## config.mk

```make
export PLATFORM = sky130hd
export DESIGN_NAME = rx_char_buffer
export DESIGN_NICKNAME = d
export VERILOG_FILES = /design/src/rtl/rxb_pkg.sv /design/src/rtl/rxb_format.sv /design/src/rtl/rxb_ctrl.sv /design/src/rtl/rxb_store.sv /design/src/rtl/rxb_timer.sv /design/src/rtl/rx_char_buffer.sv
export SDC_FILE = /design/constraint.sdc
export NUM_CORES = 1
export LEC_CHECK = 0
export CAP_MARGIN = 20
export CORE_MARGIN = 5
export CORE_UTILIZATION = 55
export DETAILED_ROUTE_END_ITERATION = 8
export GPL_TIMING_DRIVEN = 0
export PLACE_DENSITY = 0.74
export SETUP_SLACK_MARGIN = 0.2
export SYNTH_ARGS = -nofsm -noshare
export SYNTH_HDL_FRONTEND = slang
export SYNTH_HIERARCHICAL = 1
export SYNTH_SLANG_ARGS = --single-unit
```

## constraint.sdc

```tcl
create_clock -name clk -period 4.9 [get_ports clk]
set_input_delay 0.98 -clock clk [delete_from_list [all_inputs] [get_ports clk]]
set_output_delay 0.98 -clock clk [all_outputs]
set_load 0.05 [all_outputs]
```

## src/rtl/rxb_pkg.sv

```systemverilog
package rxb_pkg;
    localparam int ENTRY_W = 10;
    localparam int RAW_W   = 9;

    typedef enum logic [1:0] {
        FMT_8N = 2'd0,
        FMT_8P = 2'd1,
        FMT_7P = 2'd2,
        FMT_9B = 2'd3
    } frame_fmt_t;

    typedef enum logic [1:0] {
        S_EMPTY = 2'd0,
        S_HOLD  = 2'd1,
        S_FULL  = 2'd2
    } occ_state_t;
endpackage

```

## src/rtl/rxb_format.sv

```systemverilog
module rxb_format
    import rxb_pkg::*;
(
    input  logic [1:0]         fmt,
    input  logic               wake,
    input  logic               load,
    input  logic [RAW_W-1:0]   bits,
    input  logic               perr,
    input  logic               ferr,
    output logic [ENTRY_W-1:0] entry,
    output logic               keep
);
    always_comb begin
        unique case (frame_fmt_t'(fmt))
            FMT_8N:  entry = {ferr, 1'b0, bits[7:0]};
            FMT_8P:  entry = {ferr, perr, bits[7:0]};
            FMT_7P:  entry = {ferr, perr, perr, bits[6:0]};
            FMT_9B:  entry = {ferr, bits[8:0]};
            default: entry = '0;
        endcase
    end

    // wake-up filtering looks at the raw ninth bit
    assign keep = load && (!wake || bits[8]);
endmodule

```

## src/rtl/rxb_ctrl.sv

```systemverilog
module rxb_ctrl
    import rxb_pkg::*;
#(
    parameter int DEPTH = 16,
    localparam int PTR_W = $clog2(DEPTH),
    localparam int OCC_W = $clog2(DEPTH + 1)
) (
    input  logic             clk,
    input  logic             rst_n,
    input  logic             fifo_en,
    input  logic             clr,
    input  logic             load,
    input  logic             rd,
    output logic             wr_en,
    output logic [PTR_W-1:0] wr_idx,
    output logic             pop,
    output logic [PTR_W-1:0] rd_idx,
    output logic [OCC_W-1:0] occ,
    output logic             ovr,
    output occ_state_t       state
);
    localparam logic [OCC_W-1:0] CAP_FIFO = OCC_W'(DEPTH);
    localparam logic [OCC_W-1:0] CAP_ONE  = OCC_W'(1);

    occ_state_t       state_q, state_n;
    logic [OCC_W-1:0] occ_q, occ_n;
    logic [PTR_W-1:0] wp_q, rp_q;
    logic             ovr_q;
    logic [OCC_W-1:0] cap;
    logic             accept, do_pop, drop;

    assign cap = fifo_en ? CAP_FIFO : CAP_ONE;

    // decide pop / accept / drop from the current occupancy state
    always_comb begin
        do_pop = 1'b0;
        accept = 1'b0;
        drop   = 1'b0;
        if (!clr) begin
            unique case (state_q)
                S_EMPTY: begin
                    accept = load;
                end
                S_HOLD: begin
                    do_pop = rd;
                    accept = load;
                end
                S_FULL: begin
                    do_pop = rd;
                    accept = load && rd;
                    drop   = load && !rd;
                end
                default: ;
            endcase
        end
    end

    always_comb begin
        if (clr)
            occ_n = '0;
        else
            occ_n = occ_q + (accept ? CAP_ONE : '0) - (do_pop ? CAP_ONE : '0);
        if (occ_n == '0)
            state_n = S_EMPTY;
        else if (occ_n >= cap)
            state_n = S_FULL;
        else
            state_n = S_HOLD;
    end

    // state register
    always_ff @(posedge clk or negedge rst_n) begin
        if (!rst_n)
            state_q <= S_EMPTY;
        else
            state_q <= state_n;
    end

    // counters, pointers and flag
    always_ff @(posedge clk or negedge rst_n) begin
        if (!rst_n) begin
            occ_q <= '0;
            wp_q  <= '0;
            rp_q  <= '0;
            ovr_q <= 1'b0;
        end else begin
            occ_q <= occ_n;
            if (clr) begin
                wp_q <= '0;
                rp_q <= '0;
            end else begin
                if (accept)
                    wp_q <= fifo_en ? wp_q + PTR_W'(1) : '0;
                if (do_pop)
                    rp_q <= fifo_en ? rp_q + PTR_W'(1) : '0;
            end
            if (rd)
                ovr_q <= 1'b0;
            else if (drop)
                ovr_q <= 1'b1;
        end
    end

    // outputs
    always_comb begin
        wr_en  = accept;
        pop    = do_pop;
        wr_idx = fifo_en ? wp_q : '0;
        rd_idx = fifo_en ? rp_q : '0;
        occ    = occ_q;
        ovr    = ovr_q;
        state  = state_q;
    end
endmodule

```

## src/rtl/rxb_store.sv

```systemverilog
module rxb_store
    import rxb_pkg::*;
#(
    parameter int DEPTH = 16,
    localparam int PTR_W = $clog2(DEPTH)
) (
    input  logic               clk,
    input  logic               rst_n,
    input  logic               clr,
    input  logic               wr_en,
    input  logic [PTR_W-1:0]   wr_idx,
    input  logic [ENTRY_W-1:0] wr_data,
    input  logic               pop,
    input  logic [PTR_W-1:0]   rd_idx,
    output logic [ENTRY_W-1:0] head,
    output logic               any_perr
);
    logic [ENTRY_W-1:0] mem [DEPTH];
    logic [DEPTH-1:0]   valid;
    logic [DEPTH-1:0]   perr_vec;

    always_ff @(posedge clk) begin
        if (wr_en)
            mem[wr_idx] <= wr_data;
    end

    always_ff @(posedge clk or negedge rst_n) begin
        if (!rst_n) begin
            valid <= '0;
        end else if (clr) begin
            valid <= '0;
        end else begin
            if (pop)
                valid[rd_idx] <= 1'b0;
            if (wr_en)
                valid[wr_idx] <= 1'b1;
        end
    end

    generate
        for (genvar i = 0; i < DEPTH; i++) begin : g_perr
            assign perr_vec[i] = valid[i] && mem[i][8];
        end
    endgenerate

    assign any_perr = |perr_vec;
    assign head     = valid[rd_idx] ? mem[rd_idx] : '0;
endmodule

```

## src/rtl/rxb_timer.sv

```systemverilog
module rxb_timer #(
    parameter int CNT_W = 8
) (
    input  logic             clk,
    input  logic             rst_n,
    input  logic             wr,
    input  logic [CNT_W-1:0] wr_val,
    input  logic             rd,
    input  logic             busy,
    input  logic             tick,
    output logic [CNT_W-1:0] count
);
    logic [CNT_W-1:0] reload_q, cnt_q;

    always_ff @(posedge clk or negedge rst_n) begin
        if (!rst_n) begin
            reload_q <= '0;
            cnt_q    <= '0;
        end else begin
            if (wr) begin
                reload_q <= wr_val;
                cnt_q    <= wr_val;
            end else if (rd || busy) begin
                cnt_q <= reload_q;
            end else if (tick && cnt_q != '0) begin
                cnt_q <= cnt_q - CNT_W'(1);
            end
        end
    end

    assign count = cnt_q;
endmodule

```

## src/rtl/rx_char_buffer.sv

```systemverilog
module rx_char_buffer
    import rxb_pkg::*;
#(
    parameter int DEPTH = 16,
    parameter int TMO_W = 8,
    localparam int PTR_W = $clog2(DEPTH),
    localparam int OCC_W = $clog2(DEPTH + 1),
    localparam int HALF  = DEPTH / 2
) (
    input  logic               clk,
    input  logic               rst_n,
    input  logic               fifo_en,
    input  logic [1:0]         frame_fmt,
    input  logic               wake_mode,
    input  logic               rx_load,
    input  logic [RAW_W-1:0]   rx_bits,
    input  logic               rx_perr,
    input  logic               rx_ferr,
    input  logic               rx_busy,
    input  logic               rx_clr,
    input  logic               rd_strobe,
    input  logic               tmo_wr,
    input  logic [TMO_W-1:0]   tmo_value,
    input  logic               baud_tick,
    output logic [ENTRY_W-1:0] rd_data,
    output logic               buf_full,
    output logic               half_full,
    output logic               overrun,
    output logic               parity_err,
    output logic               timeout,
    output logic [TMO_W-1:0]   tmo_count
);
    logic [ENTRY_W-1:0] entry;
    logic               keep;
    logic               wr_en, pop;
    logic [PTR_W-1:0]   wr_idx, rd_idx;
    logic [OCC_W-1:0]   occ;
    occ_state_t         state;

    rxb_format u_fmt (
        .fmt   (frame_fmt),
        .wake  (wake_mode),
        .load  (rx_load),
        .bits  (rx_bits),
        .perr  (rx_perr),
        .ferr  (rx_ferr),
        .entry (entry),
        .keep  (keep)
    );

    rxb_ctrl #(.DEPTH(DEPTH)) u_ctrl (
        .clk     (clk),
        .rst_n   (rst_n),
        .fifo_en (fifo_en),
        .clr     (rx_clr),
        .load    (keep),
        .rd      (rd_strobe),
        .wr_en   (wr_en),
        .wr_idx  (wr_idx),
        .pop     (pop),
        .rd_idx  (rd_idx),
        .occ     (occ),
        .ovr     (overrun),
        .state   (state)
    );

    rxb_store #(.DEPTH(DEPTH)) u_store (
        .clk      (clk),
        .rst_n    (rst_n),
        .clr      (rx_clr),
        .wr_en    (wr_en),
        .wr_idx   (wr_idx),
        .wr_data  (entry),
        .pop      (pop),
        .rd_idx   (rd_idx),
        .head     (rd_data),
        .any_perr (parity_err)
    );

    rxb_timer #(.CNT_W(TMO_W)) u_tmr (
        .clk    (clk),
        .rst_n  (rst_n),
        .wr     (tmo_wr),
        .wr_val (tmo_value),
        .rd     (rd_strobe),
        .busy   (rx_busy),
        .tick   (baud_tick),
        .count  (tmo_count)
    );

    assign buf_full  = (state != S_EMPTY);
    assign half_full = (occ > OCC_W'(HALF));
    assign timeout   = buf_full && (tmo_count == '0);
endmodule

```

==> impl_metrics.yaml, run 1 <==
global_routing:
  overflow: 0
  grt_usage_pct: 20.7
  first_global_vias: 5752
  grt_util_met3_pct: 3.03
  grt_pass1_wl_mm: 31.8
  grtUsageMet2_pct: 35.2
  antenna_found_initial: 0
  grtUsageMet1_pct: 28.3
  top_usage_layer: "met2"
  grt_max_degree: 26
finish:
  nFillCells: 1197
  layout.area.seq_sq_um: 6010
  multiInputGateArea_sq_um: 2940
  area_delta_synth_final_pct: 15.5
  drive_above_1_share_pct: 15.8
  final_util_pct: 64.7
  antennaDiodeCount: 0
  final_nets: 722
clocking:
  cts_tree: "built"
  clk_path_buf_depth: 3
  clock-sinks: 208
  h-tree-depth: 1
  cts_buffers: 22
  cts-root-buf: "clkbuf_16"
  clkTransAtPathRegs_ns: 0.06
  clock_latency_ns: 0.49
  post-cts-setup-buffers: 0
yosys:
  ys_warn_count: 6
  yosys.area.top_type_share_pct: 51.7
  synth_ff_type: "edfxtp_1"
  ys_ff_latch: 208
  synth_top_cell_by_area: "edfxtp_1"
  synth_cells: 603
  synth_area_sq_um: 9290
  synth_edf_count: 160
  synth_area_leaders: "edfxtp_1 52%, dfrtp_1 13%, mux4_1 6.5%"
  synth_cell_type_count: 63
  synthesis.nets: 650
  syn_area_per_cell_sq_um: 15.4
  synth-seq-area-share_pct: 64.6
  synthArstFlopShare_pct: 23.1
critical_path:
  critPathLaunchType: "input pin"
  cp_max_fo: 10
  required_ns: 3.92
  worstPathArrival_ns: 3.61
  worst_setup_path_end_kind: "primary output"
  crit_type: "input pin to primary output"
detailed_routing:
  drt-initial-drc-count: 593
  ant_nets: 0
  wire_per_inst_microns: 22.0
  vias_per_cell: 6.20
  drc_errors: 0
  vias: 5649
  wl_mm: 20.0
  firstDrtPassIters: 5
floorplanning:
  die_w_microns: 140
  die-area_sq_um: 19600
  die-height_microns: 140
  fp.coreArea_sq_um: 16600
  initial_utilization_pct: 56.0
  num_io_pins: 54
  num_rows: 47
timing:
  finalClockSkew_ns: 0.0116
  setup_ws_ns: 0.314
  fmax_ghz: 0.218
  hold_viol: 0
  tightest_slew_ns: 0.790
  maxSlewHeadroom_pct: 46.9
  period_share_pct: 93.6
  slew_violations: 0
  finalSetupViolations: 0
  fin_crit_ns: 4.59
  rsz0062_at_grt: "yes"
  tns_ns: 0
placed_design:
  dpl_worst_slack_ns: -0.315
  place.port_buffers: 45
  gp_congestion: 0.890
  dp_hpwl_mm: 13.7
min_path:
  hold_path_class: "flop to flop"
status:
  status: "complete, no violations"
power:
  powerDensity_nw_per_um2: 401
  ir_worst_vdd_uv: 274
  leakage_nw: 3.95
run:
  cap_violations: 0
-- through the flow --
| stage | power [W] | hold WS [ns] | std cells | area [sq um] |
|---|---|---|---|---|
| finish | 0.00430 | 0.468 | 911 | 10700 |
| global route | 0.00449 | 0.508 | 911 | 10700 |
| CTS | 0.00434 | 0.475 | 911 | 10800 |
| detailed placement | 0.00277 | 0.460 | 871 | 10100 |
| global placement | 0.00274 | 0.453 | 868 | 10000 |
| floorplan | 0.00255 | 0.437 | 603 | 9290 |
-- worst max-delay path, stage by stage --
cell and delay (ns):
clkdlybuf4s50_1 0.56, clkbuf_4 0.21, and2_1 0.14, buf_6 0.13, buf_8 0.16, buf_6 0.20, mux4_1 0.57, a22oi_1 0.25
a21oi_1 0.15, buf_2 0.24
-- path summary, 6_finish.rpt --
kind	endpoint	depth (start not counted)	startpoint	slack (ns)
max in group asynchronous	u_ctrl/rp_q[3]	2	rst_n	3.86
hold reg to reg	u_tmr/reload_q[5]	2	u_tmr/reload_q[5]	0.47
setup / recovery	rd_data[7]	10	fifo_en	0.31
min in group asynchronous	u_tmr/reload_q[0]	1	rst_n	0.50
hold / removal	u_tmr/reload_q[5]	2	u_tmr/reload_q[5]	0.47
setup reg to reg	u_ctrl/state[0]	16	u_ctrl/state[0]	0.81
-- cell usage in the layout (no fill, tap or decap), drive strengths merged, types with 3 or more instances in the layout --
cell,n
mux4,44
a21o,3
nor2b,6
nand4,4
nor2,19
or3,3
nand3,17
buf,37
and2,12
nor4,5
dfrtp,48
a22o,7
or4,3
o21ai,24
nor3,5
inv,36
a22oi,20
edfxtp,160
clkbuf,38
nor3b,4
nand2,34
a21oi,39
a211oi,3
o31ai,5
nand2b,9
a21boi,3
ha,15
mux2,5
clkinv,8
clkdlybuf4s50,34
a31oi,4
or2,6
a221oi,4
-- layer usage --
layer	part of all wire, %	wire [microns]
met5	0	0
met4	1.7	334
met3	7.1	1430
met2	51	10300
met1	40	7990
-- cell usage after synthesis, drive strengths merged (5+ instances only) --
cell	count
edfxtp	160
dfrtp	48
mux4	44
a21oi	39
inv	35
nand2	34
o21ai	24
buf	23
a22oi	20
nor2	19
nand3	17
ha	15
and2	12
clkbuf	9
nand2b	9
a22o	7
nor2b	6
or2	6
mux2	5
nor3	5
nor4	5
o31ai	5
-- what timing repair did --
action,CTS,global route
gates resized for setup,38,23
endpoints found under the setup margin,10,9
hold buffers,0,0
-- cells by family after synthesis --
| family | share of synthesized area (%) |
|---|---|
| AOI/OAI and AO/OA | 8.51 |
| muxes | 12.4 |
| buffers and inverters | 3.96 |
| xor gates and xnor gates | 0.283 |
| and+or+nand+nor | 7.98 |
| adders and majority gates | 2.23 |
| DFF | 64.6 |
-- sequential cells by signal, summed over array words and instances, names as in the netlist --
signal          cells
u_ctrl/occ          5
u_ctrl/ovr          1
u_ctrl/rp_q         4
u_ctrl/state        2
u_ctrl/wp_q         4
u_store/mem       160
u_store/valid      16
u_tmr/count         8
u_tmr/reload_q      8
-- area by class of cell --
class                      count  share of cell area (%)
buffer                        32                    2.31
clock buffer                  29                    5.67
clock inverter                11                   0.828
inverter                      35                    1.22
multi-input combinational    328                    27.4
sequential                   208                    56.0
tap                          220                    2.57
timing repair buffer          48                    4.08
-- report_power, final --
part,internal (W),leakage [nW],switching (W)
combinational,0.000290,1.54,0.000427
clock,0.000930,0.338,0.000645
sequential,0.00196,2.08,0.0000493
Power figures use the tool's default switching activity.
==> run 2: changes to the inputs <==
SETUP_SLACK_MARGIN = unset   (was 0.2)
clock period = 5.1 ns   (was 4.9 ns; I/O delays follow)
==> impl_metrics.yaml, run 2 (synthesized netlist as in run 1, its figures left out) <==
critical_path:
  r2r_slack_ns: 0.81
  crit_type: "input pin to primary output"
  worst_setup_path_end_kind: "primary output"
  critPathLaunchType: "input pin"
  timing.rr.start: "u_ctrl/state[0]"
  cp_max_fo: 10
  required_ns: 4.08
  reg2reg_depth: 16
  worstPathArrival_ns: 3.88
  crit_start: "fifo_en"
  r2r-end: "u_ctrl/state[0]"
timing:
  fin_crit_ns: 4.90
  tns_ns: 0
  maxSlewHeadroom_pct: 48.6
  tightest_slew_ns: 0.764
  fmax_ghz: 0.204
  finalClockSkew_ns: 0.0102
  setup_ws_ns: 0.201
  finalSetupViolations: 0
  hold_viol: 0
  period_share_pct: 96.1
  slew_violations: 0
  rsz0062_at_grt: "no"
global_routing:
  first_global_vias: 5753
  grt_usage_pct: 20.6
  grt_max_degree: 26
  antenna_found_initial: 0
  overflow: 0
  grt_pass1_wl_mm: 31.8
power:
  p_sw_share_pct: 26.0
  p_seq_share_pct: 46.8
  ir_worst_vdd_uv: 263
  clkPwrFrac_pct: 36.6
  leakage_nw: 3.97
  p_comb_share_pct: 16.6
  internal_power_w: 0.00306
  powerDensity_nw_per_um2: 385
  power_switching_w: 0.00107
finish:
  layout_common_cells: "160 x edfxtp_1, 48 x dfrtp_1, 39 x a21oi_1"
  largestRegisters: "u_store/mem: 160 flops, u_store/valid: 16 flops"
  fin_cells: 911
  antennaDiodeCount: 0
  area_delta_synth_final_pct: 15.5
  largest_register_ffs: 160
  fin_area_sq_um: 10700
  final_common_cell: "edfxtp_1"
  drive_above_1_share_pct: 13.9
  final_util_pct: 64.8
  regMostFlops: "u_store/mem"
  nFillCells: 1202
  final_nets: 722
status:
  status: "complete, no violations"
clocking:
  h-tree-depth: 1
  cts-root-buf: "clkbuf_16"
  post-cts-setup-buffers: 0
  clock_latency_ns: 0.49
  cts_buffers: 22
  clk_path_buf_depth: 3
  clkTransAtPathRegs_ns: 0.06
  clock-sinks: 208
  cts_tree: "built"
  cts_hold_buf: 0
floorplanning:
  num_rows: 47
  die-area_sq_um: 19600
  die_w_microns: 140
  num_io_pins: 54
  initial_utilization_pct: 56.0
  fp.coreArea_sq_um: 16600
  die-height_microns: 140
detailed_routing:
  drc_errors: 0
  drt-initial-drc-count: 555
  firstDrtPassIters: 7
  vias: 5687
  wire_per_inst_microns: 22.1
  ant_nets: 0
  wl_mm: 20.1
  vias_per_cell: 6.24
placed_design:
  dp_hpwl_mm: 13.7
  place_area_sq_um: 10100
  gp_congestion: 0.890
  numPlacedInstances: 871
  place.port_buffers: 45
  dpl_worst_slack_ns: -0.195
min_path:
  min_from: "u_tmr/reload_q[5]"
  hold_end: "u_tmr/reload_q[5]"
  worstHoldPathCells: 2
  hold_path_class: "flop to flop"
run:
  cap_violations: 0
[run 2: critical path, stage by stage]
cell and delay, ns:
clkdlybuf4s50_1 0.56, clkbuf_2 0.21, and2_1 0.16, buf_6 0.13
buf_8 0.16, buf_4 0.27, mux4_2 0.54, a22oi_1 0.21
a21oi_1 0.15, dlygate4sd2_1 0.45
[run 2: what timing repair did]
item,4_1_cts,5_1_grt
gates cloned,0,0
setup endpoints to repair,10,7
pin swaps,0,0
gates resized for setup,10,4
[run 2: cell type report]
class,instances,area (sq um),area share [%]
Clock buffer,29,608,5.66
Multi-Input combinational cell,328,2920,27.2
Inverter,35,131,1.22
Clock inverter,11,88.8,0.827
Sequential cell,208,6010,55.9
Timing Repair Buffer,48,472,4.39
Tap cell,220,275,2.56
Buffer,32,238,2.21
[run 2: per-layer routing]
metal,share of wire (%),up-vias,GRT usage (%),routed length [microns]
met2,50,255,35.2,10100
li1,-,2508,-,-
met5,0,-,0,0
met3,6.4,44,3.07,1290
met4,2.3,0,5.35,455
met1,41,2880,28.2,8240
[run 2: worst max path at each step]
| stage | slack, ns | to | cells after the start |
|---|---|---|---|
| final | 0.20 | rd_data[7] | 10 |
| after global routing | 0.02 | u_ctrl/state[0] | 17 |
| after CTS | 0.07 | rd_data[1] | 10 |
| after detailed placement | -0.20 | rd_data[1] | 10 |
| after global placement | -0.16 | rd_data[1] | 10 |
| after floorplan | 0.85 | u_ctrl/state[0] | 16 |
[run 2: stage by stage]
| step | hold WS [ns] | power (W) |
|---|---|---|
| after floorplan | 0.437 | 0.00245 |
| after global placement | 0.453 | 0.00263 |
| after detailed placement | 0.460 | 0.00266 |
| after CTS | 0.475 | 0.00417 |
| after global routing | 0.508 | 0.00431 |
| final | 0.468 | 0.00413 |
[run 2: power groups by stage]
stage                     logic [W]  registers, W  clock network [W]
final                      0.000685       0.00193            0.00151
after floorplan            0.000467       0.00198                  0
after global routing       0.000753       0.00194            0.00162
after detailed placement   0.000694       0.00197                  0
after global placement     0.000666       0.00196                  0
after CTS                  0.000690       0.00193            0.00155
==> run 3: changes to the inputs <==
ABC_AREA = 0   (was unset)
==> results of run 3 <==
No change in the layout: final DEF, timing and power equal those of run 2.
